File: src/rtl/detwr_pkg.sv
package detwr_pkg;

   typedef enum logic [2:0] {
      CFG_OFS,
      CFG_DAT,
      CFG_BASE,
      CFG_CTRL,
      CFG_NONE
   } cfg_kind_e;

   typedef enum logic {
      ST_IDLE,
      ST_RUN
   } seq_state_e;

   // map a configuration address onto its register class
   function automatic cfg_kind_e cfg_decode(input int unsigned a, input int unsigned nw);
      if (a < nw)               return CFG_OFS;
      else if (a < 2 * nw)      return CFG_DAT;
      else if (a == 2 * nw)     return CFG_BASE;
      else if (a == 2 * nw + 1) return CFG_CTRL;
      else                      return CFG_NONE;
   endfunction

endpackage

File: src/rtl/detwr_cfg_regs.sv
module detwr_cfg_regs
   import detwr_pkg::*;
#(
   parameter int unsigned NUM_WORDS = 8,
   parameter int unsigned WORD_W    = 32,
   parameter int unsigned ADDR_W    = 32,
   parameter int unsigned CNT_W     = 5,
   parameter int unsigned CNT_LSB   = 0,
   parameter int unsigned EN_BIT    = 22,
   parameter int unsigned CFG_AW    = 5,
   localparam int unsigned BANK_W   = NUM_WORDS * WORD_W
) (
   input  logic              clk,
   input  logic              rst_n,
   input  logic              cfg_we,
   input  logic [CFG_AW-1:0] cfg_addr,
   input  logic [WORD_W-1:0] cfg_wdata,
   input  logic              lock,
   output logic [BANK_W-1:0] ofs_flat,
   output logic [BANK_W-1:0] dat_flat,
   output logic [ADDR_W-1:0] base_q,
   output logic [CNT_W-1:0]  cnt_m1_q,
   output logic              trig_en_q
);

   logic      accept;
   cfg_kind_e kind;

   // the list is frozen while a run is in progress
   assign accept = cfg_we && !lock;
   assign kind   = cfg_decode(32'(cfg_addr), NUM_WORDS);

   for (genvar w = 0; w < NUM_WORDS; w++) begin : g_word
      logic [WORD_W-1:0] ofs_r;
      logic [WORD_W-1:0] dat_r;
      logic              hit_ofs;
      logic              hit_dat;

      assign hit_ofs = accept && (kind == CFG_OFS) && (cfg_addr == CFG_AW'(w));
      assign hit_dat = accept && (kind == CFG_DAT) && (cfg_addr == CFG_AW'(w + NUM_WORDS));

      always_ff @(posedge clk or negedge rst_n) begin
         if (!rst_n) begin
            ofs_r <= '0;
            dat_r <= '0;
         end else begin
            if (hit_ofs) ofs_r <= cfg_wdata;
            if (hit_dat) dat_r <= cfg_wdata;
         end
      end

      assign ofs_flat[w*WORD_W +: WORD_W] = ofs_r;
      assign dat_flat[w*WORD_W +: WORD_W] = dat_r;
   end

   always_ff @(posedge clk or negedge rst_n) begin
      if (!rst_n) begin
         base_q    <= '0;
         cnt_m1_q  <= '0;
         trig_en_q <= 1'b0;
      end else if (accept) begin
         if (kind == CFG_BASE) begin
            base_q <= cfg_wdata[ADDR_W-1:0];
         end
         if (kind == CFG_CTRL) begin
            cnt_m1_q  <= cfg_wdata[CNT_LSB +: CNT_W];
            trig_en_q <= cfg_wdata[EN_BIT];
         end
      end
   end

endmodule

File: src/rtl/detwr_entry_sel.sv
module detwr_entry_sel #(
   parameter int unsigned NUM_ENT = 32,
   parameter int unsigned ENTRY_W = 8,
   parameter int unsigned IDX_W   = 5
) (
   input  logic [NUM_ENT*ENTRY_W-1:0] bank,
   input  logic [IDX_W-1:0]           idx,
   output logic [ENTRY_W-1:0]         entry
);

   logic [ENTRY_W-1:0] ent [NUM_ENT];

   // entry k lives in byte (k mod per-word) of word (k / per-word)
   for (genvar k = 0; k < NUM_ENT; k++) begin : g_ent
      assign ent[k] = bank[k*ENTRY_W +: ENTRY_W];
   end

   assign entry = ent[idx];

endmodule

File: src/rtl/detwr_seq.sv
module detwr_seq
   import detwr_pkg::*;
#(
   parameter int unsigned CNT_W = 5
) (
   input  logic             clk,
   input  logic             rst_n,
   input  logic             det_evt,
   input  logic             trig_en,
   input  logic [CNT_W-1:0] cnt_m1,
   input  logic             wr_ack,
   output logic             busy,
   output logic [CNT_W-1:0] idx,
   output logic             done
);

   localparam logic [CNT_W-1:0] ONE = {{(CNT_W-1){1'b0}}, 1'b1};

   seq_state_e       state_q;
   logic [CNT_W-1:0] idx_q;
   logic             done_q;
   logic             last;

   assign last = (idx_q == cnt_m1);

   always_ff @(posedge clk or negedge rst_n) begin
      if (!rst_n) begin
         state_q <= ST_IDLE;
         idx_q   <= '0;
         done_q  <= 1'b0;
      end else begin
         done_q <= 1'b0;
         case (state_q)
            ST_IDLE: begin
               if (det_evt && trig_en) begin
                  state_q <= ST_RUN;
                  idx_q   <= '0;
               end
            end
            ST_RUN: begin
               // detection pulses are not looked at here
               if (wr_ack) begin
                  if (last) begin
                     state_q <= ST_IDLE;
                     idx_q   <= '0;
                     done_q  <= 1'b1;
                  end else begin
                     idx_q <= idx_q + ONE;
                  end
               end
            end
            default: state_q <= ST_IDLE;
         endcase
      end
   end

   assign busy = (state_q == ST_RUN);
   assign idx  = idx_q;
   assign done = done_q;

endmodule

File: src/rtl/detwr_replay.sv
module detwr_replay #(
   parameter int unsigned NUM_WORDS = 8,
   parameter int unsigned ENTRY_W   = 8,
   parameter int unsigned PER_WORD  = 4,
   parameter int unsigned ADDR_W    = 32,
   parameter int unsigned EN_BIT    = 22,
   parameter int unsigned CNT_LSB   = 0,
   localparam int unsigned WORD_W   = ENTRY_W * PER_WORD,
   localparam int unsigned NUM_ENT  = NUM_WORDS * PER_WORD,
   localparam int unsigned CNT_W    = $clog2(NUM_ENT),
   localparam int unsigned CFG_AW   = $clog2(2 * NUM_WORDS + 2)
) (
   input  logic              clk,
   input  logic              rst_n,
   input  logic              cfg_we,
   input  logic [CFG_AW-1:0] cfg_addr,
   input  logic [WORD_W-1:0] cfg_wdata,
   input  logic              det_evt,
   output logic              wr_req,
   output logic [ADDR_W-1:0] wr_addr,
   output logic [ENTRY_W-1:0] wr_data,
   input  logic              wr_ack,
   output logic              busy,
   output logic              done
);

   localparam int unsigned BANK_W = NUM_WORDS * WORD_W;

   // elaboration-time parameter checks
   if (NUM_ENT < 2 || (NUM_ENT & (NUM_ENT - 1)) != 0) begin : g_bad_ent
      $error("entry count must be a power of two of at least 2");
   end
   if (ADDR_W <= ENTRY_W || ADDR_W > WORD_W) begin : g_bad_addr
      $error("address width must exceed an entry and fit a word");
   end
   if (EN_BIT >= WORD_W || CNT_LSB + CNT_W > WORD_W) begin : g_bad_fit
      $error("control fields must fit in a word");
   end
   if (EN_BIT >= CNT_LSB && EN_BIT < CNT_LSB + CNT_W) begin : g_bad_overlap
      $error("enable bit overlaps the count field");
   end

   logic [BANK_W-1:0]  ofs_flat;
   logic [BANK_W-1:0]  dat_flat;
   logic [ADDR_W-1:0]  base_q;
   logic [CNT_W-1:0]   cnt_m1_q;
   logic               trig_en_q;
   logic [CNT_W-1:0]   idx;
   logic [ENTRY_W-1:0] ofs_ent;
   logic [ENTRY_W-1:0] dat_ent;
   logic               busy_i;

   detwr_cfg_regs #(
      .NUM_WORDS (NUM_WORDS),
      .WORD_W    (WORD_W),
      .ADDR_W    (ADDR_W),
      .CNT_W     (CNT_W),
      .CNT_LSB   (CNT_LSB),
      .EN_BIT    (EN_BIT),
      .CFG_AW    (CFG_AW)
   ) u_regs (
      .clk       (clk),
      .rst_n     (rst_n),
      .cfg_we    (cfg_we),
      .cfg_addr  (cfg_addr),
      .cfg_wdata (cfg_wdata),
      .lock      (busy_i),
      .ofs_flat  (ofs_flat),
      .dat_flat  (dat_flat),
      .base_q    (base_q),
      .cnt_m1_q  (cnt_m1_q),
      .trig_en_q (trig_en_q)
   );

   detwr_seq #(
      .CNT_W (CNT_W)
   ) u_seq (
      .clk     (clk),
      .rst_n   (rst_n),
      .det_evt (det_evt),
      .trig_en (trig_en_q),
      .cnt_m1  (cnt_m1_q),
      .wr_ack  (wr_ack),
      .busy    (busy_i),
      .idx     (idx),
      .done    (done)
   );

   detwr_entry_sel #(
      .NUM_ENT (NUM_ENT),
      .ENTRY_W (ENTRY_W),
      .IDX_W   (CNT_W)
   ) u_sel_ofs (
      .bank  (ofs_flat),
      .idx   (idx),
      .entry (ofs_ent)
   );

   detwr_entry_sel #(
      .NUM_ENT (NUM_ENT),
      .ENTRY_W (ENTRY_W),
      .IDX_W   (CNT_W)
   ) u_sel_dat (
      .bank  (dat_flat),
      .idx   (idx),
      .entry (dat_ent)
   );

   assign wr_req  = busy_i;
   assign wr_addr = base_q + {{(ADDR_W-ENTRY_W){1'b0}}, ofs_ent};
   assign wr_data = dat_ent;
   assign busy    = busy_i;

endmodule

File: config.mk
export PLATFORM = sky130hd
export DESIGN_NAME = detwr_replay
export DESIGN_NICKNAME = d
export VERILOG_FILES = /design/src/rtl/detwr_pkg.sv /design/src/rtl/detwr_cfg_regs.sv /design/src/rtl/detwr_entry_sel.sv /design/src/rtl/detwr_seq.sv /design/src/rtl/detwr_replay.sv
export SDC_FILE = /design/constraint.sdc
export NUM_CORES = 1
export LEC_CHECK = 0
export ABC_AREA = 1
export BUFFER_PORTS_ARGS = -buffer_cell sky130_fd_sc_hd__buf_2
export CAP_MARGIN = 20
export CORE_ASPECT_RATIO = 1.75
export CORE_MARGIN = 2
export CORE_UTILIZATION = 40
export CTS_CLUSTER_SIZE = 20
export DETAILED_ROUTE_END_ITERATION = 12
export GPL_ROUTABILITY_DRIVEN = 0
export HOLD_SLACK_MARGIN = 0.08
export SLEW_MARGIN = 15
export SYNTH_ARGS = -nofsm -noshare
export SYNTH_HDL_FRONTEND = slang
export SYNTH_SLANG_ARGS = --single-unit
File: constraint.sdc
create_clock -name clk -period 3.78 [get_ports clk]
set_input_delay 0.756 -clock clk [delete_from_list [all_inputs] [get_ports clk]]
set_output_delay 0.756 -clock clk [all_outputs]
set_load 0.01 [all_outputs]
==> metrics.md <==
| Metric | Value |
|---|---|
| Data required, critical path | `between 3 and 4 ns` |
| WL final | `87400 um` |
| Post-synthesis cell area | `about 27000 um^2` |
| Critical path data arrival time | `3.45 ns` |
| Number of global-route vias before repair | `between 20000 and 25000` |
| Overall Global Routing Usage | `25.4%` |
| Setup Viol. Count Final | `29` |
| Commonest cells in the netlist | `nand2_1, dfrtp_1, o21ai_1, nand3_1, buf_2` |
| Number of buffers added by the clock tree synthesis step | `roughly 50` |
| Clock-pin slew reported for the worst setup and hold paths after clock tree synthesis | `0.07 ns` |
| Leading area contributor after synthesis | `dfrtp_1` |
| Starting utilization of the core area | `between 40 and 50%` |
| Largest net degree at the start of global routing | `81` |
| Ports placed on the boundary | `85` |
| Max-slew violation count | `0` |
| Critical Path Source Type | `flop` |
| Outcome | `complete, but fails checks` |
| Number of flops mapped to enable cells by yosys | `0` |
| Power per cell area | `approximately 720 nW/um^2` |
| Width of the die | `approximately 200 um` |
| Count of antenna-violating nets left after detailed routing | `0` |
| First-pass GRT wire length | `between 100000 and 150000 um` |
| H-tree level count | `2` |
| Unrepaired setup endpoints after global routing | `yes` |
| Die outline area | `68800 um^2` |
| Detailed-route vias per instance | `about 5.3` |
| Violated checks | `negative setup slack` |
| Pre-CTS setup slack | `-0.0144 ns` |
| Seq pwr share | `a little under two fifths` |
| Crit path kind | `flop to output pin` |
| Max cap viols | `0` |
| Drt pass-1 iters | `5` |
| Number of cell rows | `125` |
| CTS Root Cell | `clkbuf_16` |
| Worst Max-Slew Pin Slew | `roughly 1.1 ns` |
| P_sw | `~8.6 mW` |
| CTS tree | `built` |
| Routed wire length per instance | `20.1 um` |
| Kind of path behind the tightest hold check | `input pin to async pin` |
| Top_reg_cell synth | `dfrtp_1` |
| Min setup slack post-route | `-0.426 ns` |
| Syn Nets | `3440` |
| Vias | `around 23000` |
| Fin nets | `about 3500` |
| Placeable core region | `approximately 66000 um^2` |
| GR Util met1 | `a little under a third` |
| FFs w/ async S/R, synth | `100%` |
| Portion of synthesized cell area occupied by the leading cell type | `a little over half` |
| Number of cells in the design after placement | `between 4000 and 5000` |
| DR DRC count | `0` |
| Cell with the most instances after synthesis | `nand2_1` |
| Final Hold Violating Endpoints | `0` |
| Worst R2R Start | `u_seq.busy$_DFF_PN0_` |
| Post-synthesis sequential area ratio | `~52%` |
| Iter 0 DRT Violations | `1904` |
| Peak-usage layer in the global routing report | `met2` |
| Met2 track utilization from global routing | `43.7%` |
| Cell Count, Final, Fillers Out | `between 4000 and 5000` |
| Switching share of total power | `between 30 and 40%` |
| Leading post-synthesis cells by cell area | `dfrtp_1, nand2_1, o21ai_1` |
| Overall die height | `approximately 350 um` |
| Count of mapped cells out of synthesis | `around 3400` |
| Critical-path maximum fanout | `7` |
| Per-instance average area after synthesis | `a little under 8 um^2` |
| Cell occurring most often along the worst timing path | `nand2_1` |
| Insertion delay to the later sink of the worst-skew pair | `between 0.6 and 0.7 ns` |
| Global routing met3 resource utilization | `3.85%` |
| Cell-by-cell trace of the critical path | `buf_12 > clkbuf_16 > clkbuf_16 > nand2_1 > nand3_1 > nand3_1 > nand2_2 > nand2_1 > nand2_1 > nand2_2 > nand2_4 > ha_4 > nand2_4 > nor2_4 > nand3_2 > nand2_4 > nand2_4 > nand2_8 > nand2_2 > nand2_1 > nand2_1 > buf_2` |
| Port Buffers | `84` |
| Fin Clk Skew | `~0.015 ns` |
| Count of unique library cells instantiated by Yosys | `34` |
| Initial antenna violation count | `5` |
| Leak | `15.1 nW` |
| Total number of yosys warnings | `0` |
| Slowest cell delay on critical path | `between 0.5 and 0.6 ns` |
| Internal power component | `about 14 mW` |
| Post-route fraction of the period consumed by the critical path | `111%` |
| Timing-limited maximum frequency | `between 200 and 250 MHz` |
| Overall overflow remaining after global route | `0` |
| Sinks on Clock Net | `between 500 and 600` |
| Setup crit start | `u_seq.idx[0]$_DFFE_PN0P_` |
| Logic pwr share | `between 30 and 40%` |
| Layout overhead on the synthesized area | `17.9%` |
| Final HPWL DP | `between 50000 and 60000 um` |
| Maximum clock path buffer count | `3` |
| Worst relative slew slack | `roughly 24%` |
| Ratio of cells with drive above 1 in the final layout | `15.4%` |
| IR drop worst, VDD | `~0.37 mV` |
| Share of total power in the clock network | `between 20% and 30%` |
| Crit. End Element | `output pin` |
| FF+latch count, synth | `557` |
| Slowest-stage cell, CP | `dfrtp_4` |
| Tmin final | `~4.2 ns` |
cell type report:
| cell class | instances | area, um^2 |
|---|---|---|
| fill | 6533 | 34700 |
| sequential | 557 | 13900 |
| multi-input combinational | 2486 | 12000 |
| timing repair buffer | 226 | 2340 |
| clock buffer | 76 | 1500 |
| tap | 889 | 1110 |
| inverter | 98 | 409 |
| clock inverter | 11 | 109 |
| timing repair inverter | 3 | 43.8 |
| antenna | 1 | 2.50 |
sequential cells by signal, indices dropped and copies added, names as in the netlist:
register,cells
u_regs.trig_en_q,1
u_regs.g_word.dat_r,256
u_seq.done,1
u_seq.idx,5
u_regs.cnt_m1_q,5
u_seq.busy,1
u_regs.g_word.ofs_r,256
u_regs.base_q,32
metrics by stage:
stage | hold slack [ns] | util [%] | cell area (um^2) | TNS (ns) | total power [mW]
2_1_floorplan | 0.455 | - | 26700 | 0 | 13.2
3_3_place_gp | 0.464 | 42.4 | 28100 | -0.0162 | 15.7
3_5_place_dp | 0.468 | 42.4 | 28100 | -0.0144 | 15.8
4_1_cts | 0.162 | 45.8 | 30300 | -10.49 | 21.7
5_1_grt | 0.192 | 47.5 | 31400 | -15.02 | 24.2
6_report | 0.110 | 47.5 | 31400 | -10.37 | 22.8
power by group through the flow:
stage               Clock (mW)  Sequential (mW)  Combinational [mW]
floorplan                    0             8.33                4.85
global placement             0             8.61                7.08
detailed placement           0             8.63                7.18
CTS                       5.25             8.55                7.93
global route              5.46             8.80                9.94
finish                    5.17             8.62                8.97
cell families after synthesis:
group | count (synthesis) | synth area share (%)
AOI/OAI and AO/OA | 557 | 10.6
xor gates and xnor gates | 19 | 0.624
adders and majority gates | 10 | 0.497
buffers and inverters | 345 | 5.95
DFF | 557 | 52.3
and+or+nand+nor | 1900 | 30.0
final timing paths:
path / end / slack, ns / depth (start not counted)
max in group asynchronous: u_regs.g_word[3].dat_r[24]$_DFFE_PN0P_ / 2.64 / 2
hold reg to reg: u_regs.g_word[6].ofs_r[17]$_DFFE_PN0P_ / 0.49 / 2
min in group clk: u_seq.busy$_DFF_PN0_ / 0.47 / 3
hold / removal: u_regs.g_word[0].dat_r[30]$_DFFE_PN0P_ / 0.11 / 1
setup reg to reg: u_regs.g_word[6].ofs_r[13]$_DFFE_PN0P_ / 1.30 / 6
setup / recovery: wr_addr[27] / -0.43 / 22
critical path: cells and delay by family (launching register included):
family | cells | cell delay (ns)
adder cells (fa/ha/maj) | 1 | 0.32
flip-flops | 1 | 0.52
AND/OR/NAND/NOR | 17 | 1.31
buffers and inverters | 4 | 0.67
timing repair:
item,CTS,global route
setup endpoints to repair,31,31
hold buffers,0,0
pin swaps,20,102
setup buffers,8,15
gates cloned,8,15
gates resized for setup,82,197
cells in the final DEF (no fill, tap or decap), types with 7 or more instances in the layout:
master and instances:
o21ai_0 19, inv_2 9, nand2_1 1299, buf_6 22, clkbuf_16 62, nor3_1 8, nand3_4 16, nand3_2 46
nand2_4 27, dfrtp_1 554, nand3b_1 7, buf_4 75, clkinv_2 8, xor2_1 14, ha_4 7, o21ai_2 12
buf_2 76, nand2_2 75, inv_1 82, clkbuf_8 13, buf_12 29, nor2_1 19, clkbuf_1 12, nand3_1 378
nor2_4 11, o21ai_1 520, buf_16 8
routing by layer:
layer	share of wire (%)	vias to the layer above
li1	-	11100
met1	39	11200
met2	49	690
met3	6.3	232
met4	5.7	2
met5	0.015	-
(Power assumes the default switching activity.)
